**config.mk**
```make
export PLATFORM = sky130hd
export DESIGN_NAME = pw_meas
export DESIGN_NICKNAME = d
export VERILOG_FILES = /design/src/rtl/pw_meas_pkg.sv /design/src/rtl/pw_pin_tap.sv /design/src/rtl/pw_sat_cnt.sv /design/src/rtl/pw_window.sv /design/src/rtl/pw_meas.sv
export SDC_FILE = /design/constraint.sdc
export NUM_CORES = 1
export LEC_CHECK = 0
export ABC_AREA = 1
export BUFFER_PORTS_ARGS = -buffer_cell sky130_fd_sc_hd__buf_2
export CAP_MARGIN = 10
export CELL_PAD_IN_SITES_DETAIL_PLACEMENT = 0
export CELL_PAD_IN_SITES_GLOBAL_PLACEMENT = 1
export CORE_UTILIZATION = 45
export DETAILED_ROUTE_END_ITERATION = 10
export MAX_ROUTING_LAYER = met4
export PLACE_DENSITY_LB_ADDON = 0.1
export SLEW_MARGIN = 15
export SYNTH_ARGS = -nofsm -noshare
export SYNTH_HDL_FRONTEND = slang
export SYNTH_SLANG_ARGS = --single-unit
export TNS_END_PERCENT = 50
```
**constraint.sdc**
```tcl
create_clock -name clk_i -period 4.1 [get_ports clk_i]
set_clock_uncertainty 0.1 [all_clocks]
set_input_delay 0.82 -clock clk_i [delete_from_list [all_inputs] [get_ports clk_i]]
set_output_delay 0.82 -clock clk_i [all_outputs]
set_load 0.03 [all_outputs]
```
**src/rtl/pw_meas_pkg.sv**
```systemverilog
package pw_meas_pkg;
  typedef enum logic [1:0] {
    ST_IDLE = 2'd0,
    ST_WAIT = 2'd1,
    ST_MEAS = 2'd2
  } pw_state_e;
endpackage

```
**src/rtl/pw_pin_tap.sv**
```systemverilog
module pw_pin_tap #(
  parameter int unsigned NUM_PINS = 2,
  localparam int unsigned SEL_W = (NUM_PINS > 1) ? $clog2(NUM_PINS) : 1
) (
  input  logic                clk_i,
  input  logic                rst_ni,
  input  logic                load_i,
  input  logic [SEL_W-1:0]    sel_i,
  input  logic [NUM_PINS-1:0] pins_i,
  output logic                level_o,
  output logic                rise_o
);
  logic prev_q;
  logic new_lvl;

  generate
    if (NUM_PINS > 1) begin : g_multi
      logic [SEL_W-1:0] sel_q;
      always_ff @(posedge clk_i or negedge rst_ni) begin
        if (!rst_ni)     sel_q <= '0;
        else if (load_i) sel_q <= sel_i;
      end
      assign level_o = pins_i[sel_q];
      assign new_lvl = pins_i[sel_i];
    end else begin : g_single
      assign level_o = pins_i[0];
      assign new_lvl = pins_i[0] | (sel_i != sel_i);
    end
  endgenerate

  // on arming, history comes from the newly selected line
  always_ff @(posedge clk_i or negedge rst_ni) begin
    if (!rst_ni)     prev_q <= 1'b0;
    else if (load_i) prev_q <= new_lvl;
    else             prev_q <= level_o;
  end

  assign rise_o = level_o & ~prev_q;
endmodule

```
**src/rtl/pw_sat_cnt.sv**
```systemverilog
module pw_sat_cnt #(
  parameter int unsigned CNT_W = 8
) (
  input  logic             clk_i,
  input  logic             rst_ni,
  input  logic             load_one_i,
  input  logic             inc_i,
  output logic [CNT_W-1:0] cnt_o
);
  localparam logic [CNT_W-1:0] CNT_MAX = '1;

  always_ff @(posedge clk_i or negedge rst_ni) begin
    if (!rst_ni)                         cnt_o <= '0;
    else if (load_one_i)                 cnt_o <= CNT_W'(1);
    else if (inc_i && cnt_o != CNT_MAX)  cnt_o <= cnt_o + CNT_W'(1);
  end
endmodule

```
**src/rtl/pw_window.sv**
```systemverilog
module pw_window #(
  parameter int unsigned TIMEOUT_CYC = 170,
  localparam int unsigned TW = (TIMEOUT_CYC > 2) ? $clog2(TIMEOUT_CYC) : 1
) (
  input  logic clk_i,
  input  logic rst_ni,
  input  logic clr_i,
  input  logic run_i,
  output logic last_o
);
  localparam logic [TW-1:0] LAST_VAL = TW'(TIMEOUT_CYC - 1);
  logic [TW-1:0] cnt_q;

  always_ff @(posedge clk_i or negedge rst_ni) begin
    if (!rst_ni)                  cnt_q <= '0;
    else if (clr_i)               cnt_q <= '0;
    else if (run_i && !last_o)    cnt_q <= cnt_q + TW'(1);
  end

  assign last_o = run_i && (cnt_q == LAST_VAL);
endmodule

```
**src/rtl/pw_meas.sv**
```systemverilog
module pw_meas
  import pw_meas_pkg::*;
#(
  parameter int unsigned NUM_PINS    = 2,
  parameter int unsigned CNT_W       = 8,
  parameter int unsigned TIMEOUT_CYC = 170,
  localparam int unsigned SEL_W = (NUM_PINS > 1) ? $clog2(NUM_PINS) : 1
) (
  input  logic                clk_i,
  input  logic                rst_ni,
  input  logic                start_i,
  input  logic [SEL_W-1:0]    pin_sel_i,
  input  logic [NUM_PINS-1:0] pulse_i,
  output logic [CNT_W-1:0]    width_o,
  output logic                valid_o,
  output logic                timeout_o
);
  pw_state_e        state_q, state_d;
  logic             level, rise, last;
  logic             armed;
  logic             cnt_load, cnt_inc;
  logic             done_ok, done_tmo;
  logic [CNT_W-1:0] cnt;

  assign armed = (state_q != ST_IDLE);

  pw_pin_tap #(.NUM_PINS(NUM_PINS)) u_tap (
    .clk_i   (clk_i),
    .rst_ni  (rst_ni),
    .load_i  (start_i),
    .sel_i   (pin_sel_i),
    .pins_i  (pulse_i),
    .level_o (level),
    .rise_o  (rise)
  );

  pw_window #(.TIMEOUT_CYC(TIMEOUT_CYC)) u_win (
    .clk_i  (clk_i),
    .rst_ni (rst_ni),
    .clr_i  (start_i),
    .run_i  (armed),
    .last_o (last)
  );

  pw_sat_cnt #(.CNT_W(CNT_W)) u_cnt (
    .clk_i      (clk_i),
    .rst_ni     (rst_ni),
    .load_one_i (cnt_load),
    .inc_i      (cnt_inc),
    .cnt_o      (cnt)
  );

  // start beats completion and timeout; completion beats timeout
  always_comb begin
    state_d  = state_q;
    cnt_load = 1'b0;
    cnt_inc  = 1'b0;
    done_ok  = 1'b0;
    done_tmo = 1'b0;
    if (start_i) begin
      state_d = ST_WAIT;
    end else begin
      unique case (state_q)
        ST_WAIT: begin
          if (last) begin
            state_d  = ST_IDLE;
            done_tmo = 1'b1;
          end else if (rise) begin
            state_d  = ST_MEAS;
            cnt_load = 1'b1;
          end
        end
        ST_MEAS: begin
          if (!level) begin
            state_d = ST_IDLE;
            done_ok = 1'b1;
          end else if (last) begin
            state_d  = ST_IDLE;
            done_tmo = 1'b1;
          end else begin
            cnt_inc = 1'b1;
          end
        end
        default: state_d = ST_IDLE;
      endcase
    end
  end

  always_ff @(posedge clk_i or negedge rst_ni) begin
    if (!rst_ni) begin
      state_q   <= ST_IDLE;
      width_o   <= '0;
      valid_o   <= 1'b0;
      timeout_o <= 1'b0;
    end else begin
      state_q   <= state_d;
      valid_o   <= done_ok;
      timeout_o <= done_tmo;
      if (done_ok) width_o <= cnt;
    end
  end
endmodule

```
# Word level (Yosys, flattened, before mapping)
# Cells that the tools add are included.
# classes
mux	30
add_sub_neg	2
n_bitwise	2
div	0
shift	0
order_cmp	2
mul	0
n_eq_ne	6
n_reduce_logical	8
# ops
op	count
8-bit 2-to-1 mux	4
1-bit 2-to-1 mux	19
8-bit by 1-bit adder with 8-bit output, second input constant	2
2-bit 2-to-1 mux	5
8-bit == test, second input constant	1
4-bit by 3-bit != test with 1-bit output, second input constant	2
8-bit != test, second input constant	1
2-bit nonzero test	3
1-bit by 2-bit less-than comparator with 1-bit output, second input constant	2
2-bit case mux with 2 select lines	1
1-bit logical AND	3
2-bit by 1-bit == test with 1-bit output, second input constant	1
2-bit == test, second input constant	1
1-bit case mux with 2 select lines	1
2-bit AND reduction	1
1-bit bitwise AND	1
1-bit zero test	1
1-bit NOT	1
# word_totals
romBits	0
reg_bits	30
memories	0
word_cells	58
latch_bits	0
ram_bits	0

# Depth between registers and ports, before layout
# logic_depth
ltp_word	9
ltp_mapped	9
mapped_depth_nobuf	9

# By module
# From an unflattened synthesis, not the netlist that was laid out.
# unflattened
cells_unflattened	235
area_unflattened_um2	1725.4
# modules_own_cells
module	area_per_inst_um2	instances	cells_per_inst
pw_meas	545.5	1	64
pw_window	540.5	1	77
pw_sat_cnt	514.2	1	75
pw_pin_tap	125.1	1	19

# Least setup slack after synthesis
# No wires, ideal clock.
# synth_path
path_type	input -> register
startpoint	input pulse_i[0]
endpoint	register u_cnt.cnt_o[5]
path_stages	8
t_required_ns	3.883
slack_ns	2.324
t_arrival_ns	1.559
cell_sequence	inv_1 > nand2_1 > nand2_1 > nor2_1 > nand3_4 > buf_6 > nand3_1 > nand2_1
# synth_between
elab_chain_cells	8
word_cells_on_any_way	13
# synth_lines
item	line	rtl
start: declaration	pw_meas.sv:13	input logic [NUM_PINS-1:0] pulse_i,
1-bit 2-to-1 mux (not written as such) * (2 in a row)	pw_pin_tap.sv:23	assign level_o = pins_i[sel_q];
1-bit bitwise AND	pw_pin_tap.sv:38	assign rise_o = level_o & ~prev_q;
1-bit 2-to-1 mux	pw_meas.sv:68	end else if (rise) begin
1-bit 2-to-1 mux	pw_meas.sv:65	if (last) begin
1-bit 2-to-1 mux	pw_meas.sv:63	unique case (state_q)
1-bit 2-to-1 mux	pw_meas.sv:60	if (start_i) begin
8-bit 2-to-1 mux or 2-bit nonzero test (tied branches)	--	
end signal: assignment	pw_sat_cnt.sv:15	else if (inc_i && cnt_o != CNT_MAX) cnt_o <= cnt_o + CNT_W'(1);
end: declaration	pw_sat_cnt.sv:8	output logic [CNT_W-1:0] cnt_o
# Mark *: on every way between the ends. The rest lies on a longest branch, timed or not. The select of a mux whose other input is x is not followed.
# A chain may end at the register's enable or synchronous reset.

# Final worst setup path
# layout_path
startpoint	input pulse_i[1]
endpoint	register u_cnt.cnt_o[1]
# The elaborated chain is that of the path after synthesis.

==> flow_summary.ini <==
[power]
cellPowerDensity_mw_per_mm2 = 352.7
switching_power_uw = 185.9
p_int_uw = 471.6
seqPwrFrac_pct = 49.7
p_leak_nw = 1.021
power_switching_share_pct = 28.27
p_clk_share_pct = 38.3
peakVddDrop_uv = 205.6
fin_total_pwr_uw = 657.5
combinationalPowerShare_pct = 12.0

[clocking]
clk_path_buf_depth = 2
cts.reportedPaths.clkPinSlew_ps = 70
tritoncts.num_buffers = 5
cts.htree.levels = 2
postCtsHoldBufs = 0
cts_tree = built
number_of_cells_upsized_or_downsized_after_cts = 0
numClockSinks = 30
ctsRootBufferMaster = clkbuf_8
post_cts.repair.setup_buffers = 0
clock_latency_ps = 290

[placed_design]
detailedPlacementHpwl_um = 2327
io_buffer_count = 15
place.gp.congestion = 0.8066

[logic_synthesis]
net_count_synth = 223
synth_cell_types = 22
synth_simple_gate_area_share_pct = 32.93
synth_compound_area_share_pct = 5.891
synthesis.instances = 211
syn_area_per_cell_um2 = 7.851
synthAdderAreaFrac_pct = 4.532
ys.warnings.count = 0
post_synth_xor_area_fraction_pct = 2.644
synth_flop_cell = dfrtp_1
synth_seq_cells = 30
fraction_of_the_yosys_area_taken_by_sequential_cells_pct = 45.32
yosys-mux-area-fraction_pct = 0
netlist.area_leader.share_pct = 45.32
synth_enable_flop_cells = 0
most_numerous_cell_in_the_yosys_netlist = nand2_1
synthesis.area_mm2 = 0.001657
ys_top_cells_by_area = dfrtp_1 45%, nand2_1 14%, nand3_1 7.3%
synth.largest_area_cell = dfrtp_1
most_instantiated_cells_after_synthesis = 60 x nand2_1, 32 x inv_1, 30 x dfrtp_1
dominant_combinational_cell_family_by_area_after_synthesis = simple AND/OR/NAND/NOR gates
asyncSetResetFlopFracSynth_pct = 100.0

[drt]
drtIter0Drc = 70
wl_um = 3278
drtAntennaViolNets = 0
viasPerCell = 5.032
met2WireLength_um = 1450
topRoutingLayerUsed = met4
routedLengthMet1_um = 1696
route.detailed.drc = 0
drt_pre_antenna_iters = 4
detail_route.wl_per_cell_um = 11.83
via_count = 1394
detailroute.wirelength.met3_um = 94

[global_routing]
grt_antenna_before_repair = 0
gr-usage-all-layers_pct = 20.18
number_of_global_route_vias_before_repair = 1321
overflow = 0
grt_start_max_net_pins = 31
grt_pass1_wl_um = 5954

[floorplan]
floorplan.die.width_um = 62.68
floorplan.die_area_mm2 = 0.003928
starting_utilization_of_the_core_area_pct = 48.13
core.rowCount = 21
pin_count = 16
die_h_um = 62.68
core_mm2 = 0.003442

[timing]
max-slew-margin-rel_pct = 54.92
final_hold_viol_count = 0
drv_slew = 0
setup_tns_final_ps = 0
hold-worst-slack_ps = 381.2
final-setup-viol-count = 0
timing.fmax_ghz = 0.5618
tightest_slew_ps = 676.2
layout_min_cycle_time_ps = 1780
part_of_the_cycle_the_worst_path_needs_pct = 43.42
grt_setup_unrepaired = no

[critical_path]
crit_path_end_kind = flop
crit_type = input pin to flop
timing.critical_path.required_ps = 4230
critPathLaunchType = input pin
path_max_fanout = 7
worstPathArrival_ps = 1910

[outcome]
run_status = complete, no violations

[finish]
fraction_of_final_layout_cells_with_drive_strength_greater_than_1_pct = 13.85
core_util_final_pct = 54.16
final_nets = 242
syn2layout_area_growth_pct = 12.54
n_antenna_cell = 0

[flow_run]
maxCapViolations = 0

[worst_hold_path]
holdCritPathClass = flop to flop
## critical path, stage by stage
cell	delay (ps)
buf_2	90
inv_1	30
nand2_1	70
nand3_1	110
nor2_2	170
nand2_1	130
nor2_2	290
nand3_1	120
nand2_1	80
## metal layers
| layer | vias to the layer above | global-route usage, % |
|---|---|---|
| met3 | 6 | 5.839 |
| met4 | 0 | 7.558 |
| met2 | 24 | 29.76 |
| li1 | 711 | - |
| met1 | 653 | 26.24 |
| met5 | - | - |
## per-stage QoR
| stage | cells | setup WS (ps) | cell area [um^2] |
|---|---|---|---|
| 2_1_floorplan | 211 | 2324 | 1657 |
| 3_3_place_gp | 269 | 2062 | 1769 |
| 3_5_place_dp | 269 | 2039 | 1769 |
| 4_1_cts | 277 | 2325 | 1864 |
| 5_1_grt | 277 | 2160 | 1864 |
| 6_report | 277 | 2320 | 1864 |
## layout by cell type (no fill, tap or decap), drive strengths merged, types with 2 or more instances in the layout
cell    count
nand2      61
a21oi       3
nand3      27
dfrtp      30
ha          6
inv        33
clkbuf      6
buf        15
nand3b      2
nand4      10
xor2        4
o21ai      15
nor2       15
## worst paths after layout
check	from	end	slack, ps	cells past startpoint
max in group asynchronous	rst_ni	state_q[0]	2990	1
worst min register to register	width_o[1]	width_o[1]	380	2
worst min-delay path	width_o[1]	width_o[1]	380	2
worst max-delay path	pulse_i[1]	u_cnt.cnt_o[1]	2320	9
min in group asynchronous	rst_ni	u_win.cnt_q[5]	470	1
worst max register to register	u_win.cnt_q[0]	u_win.cnt_q[6]	2370	6
## final cells by class
class	instances	area, um^2
multi-input cells	145	762.0
inverters	33	123.9
fillers	343	1578
well taps	46	57.56
repair buffers	15	75.07
clock inverters	2	12.51
clock buffers	6	82.58
flip-flops and latches	30	750.7
## cell families after synthesis
logic type                 after synthesis
DFF                                     30
buffers and inverters                   36
AOI/OAI and AO/OA                       19
adders and majority gates                6
xor gates and xnor gates                 5
and+or+nand+nor                        115
## power by group through the flow
stage | Combinational, mW | Clock (mW) | Sequential (mW)
2_1_floorplan | 0.0474 | 0 | 0.337
3_3_place_gp | 0.0775 | 0 | 0.332
3_5_place_dp | 0.0792 | 0 | 0.332
4_1_cts | 0.0795 | 0.257 | 0.327
5_1_grt | 0.0909 | 0.276 | 0.330
6_report | 0.0790 | 0.252 | 0.327
## state kept, by name, summed over array words and instances (netlist names)
name / flops
width_o: 8
state_q: 2
u_cnt.cnt_o: 8
u_tap.g_multi.sel_q: 1
timeout_o: 1
u_win.cnt_q: 8
valid_o: 1
u_tap.prev_q: 1
Note: power is estimated with default switching activity, not from simulation.
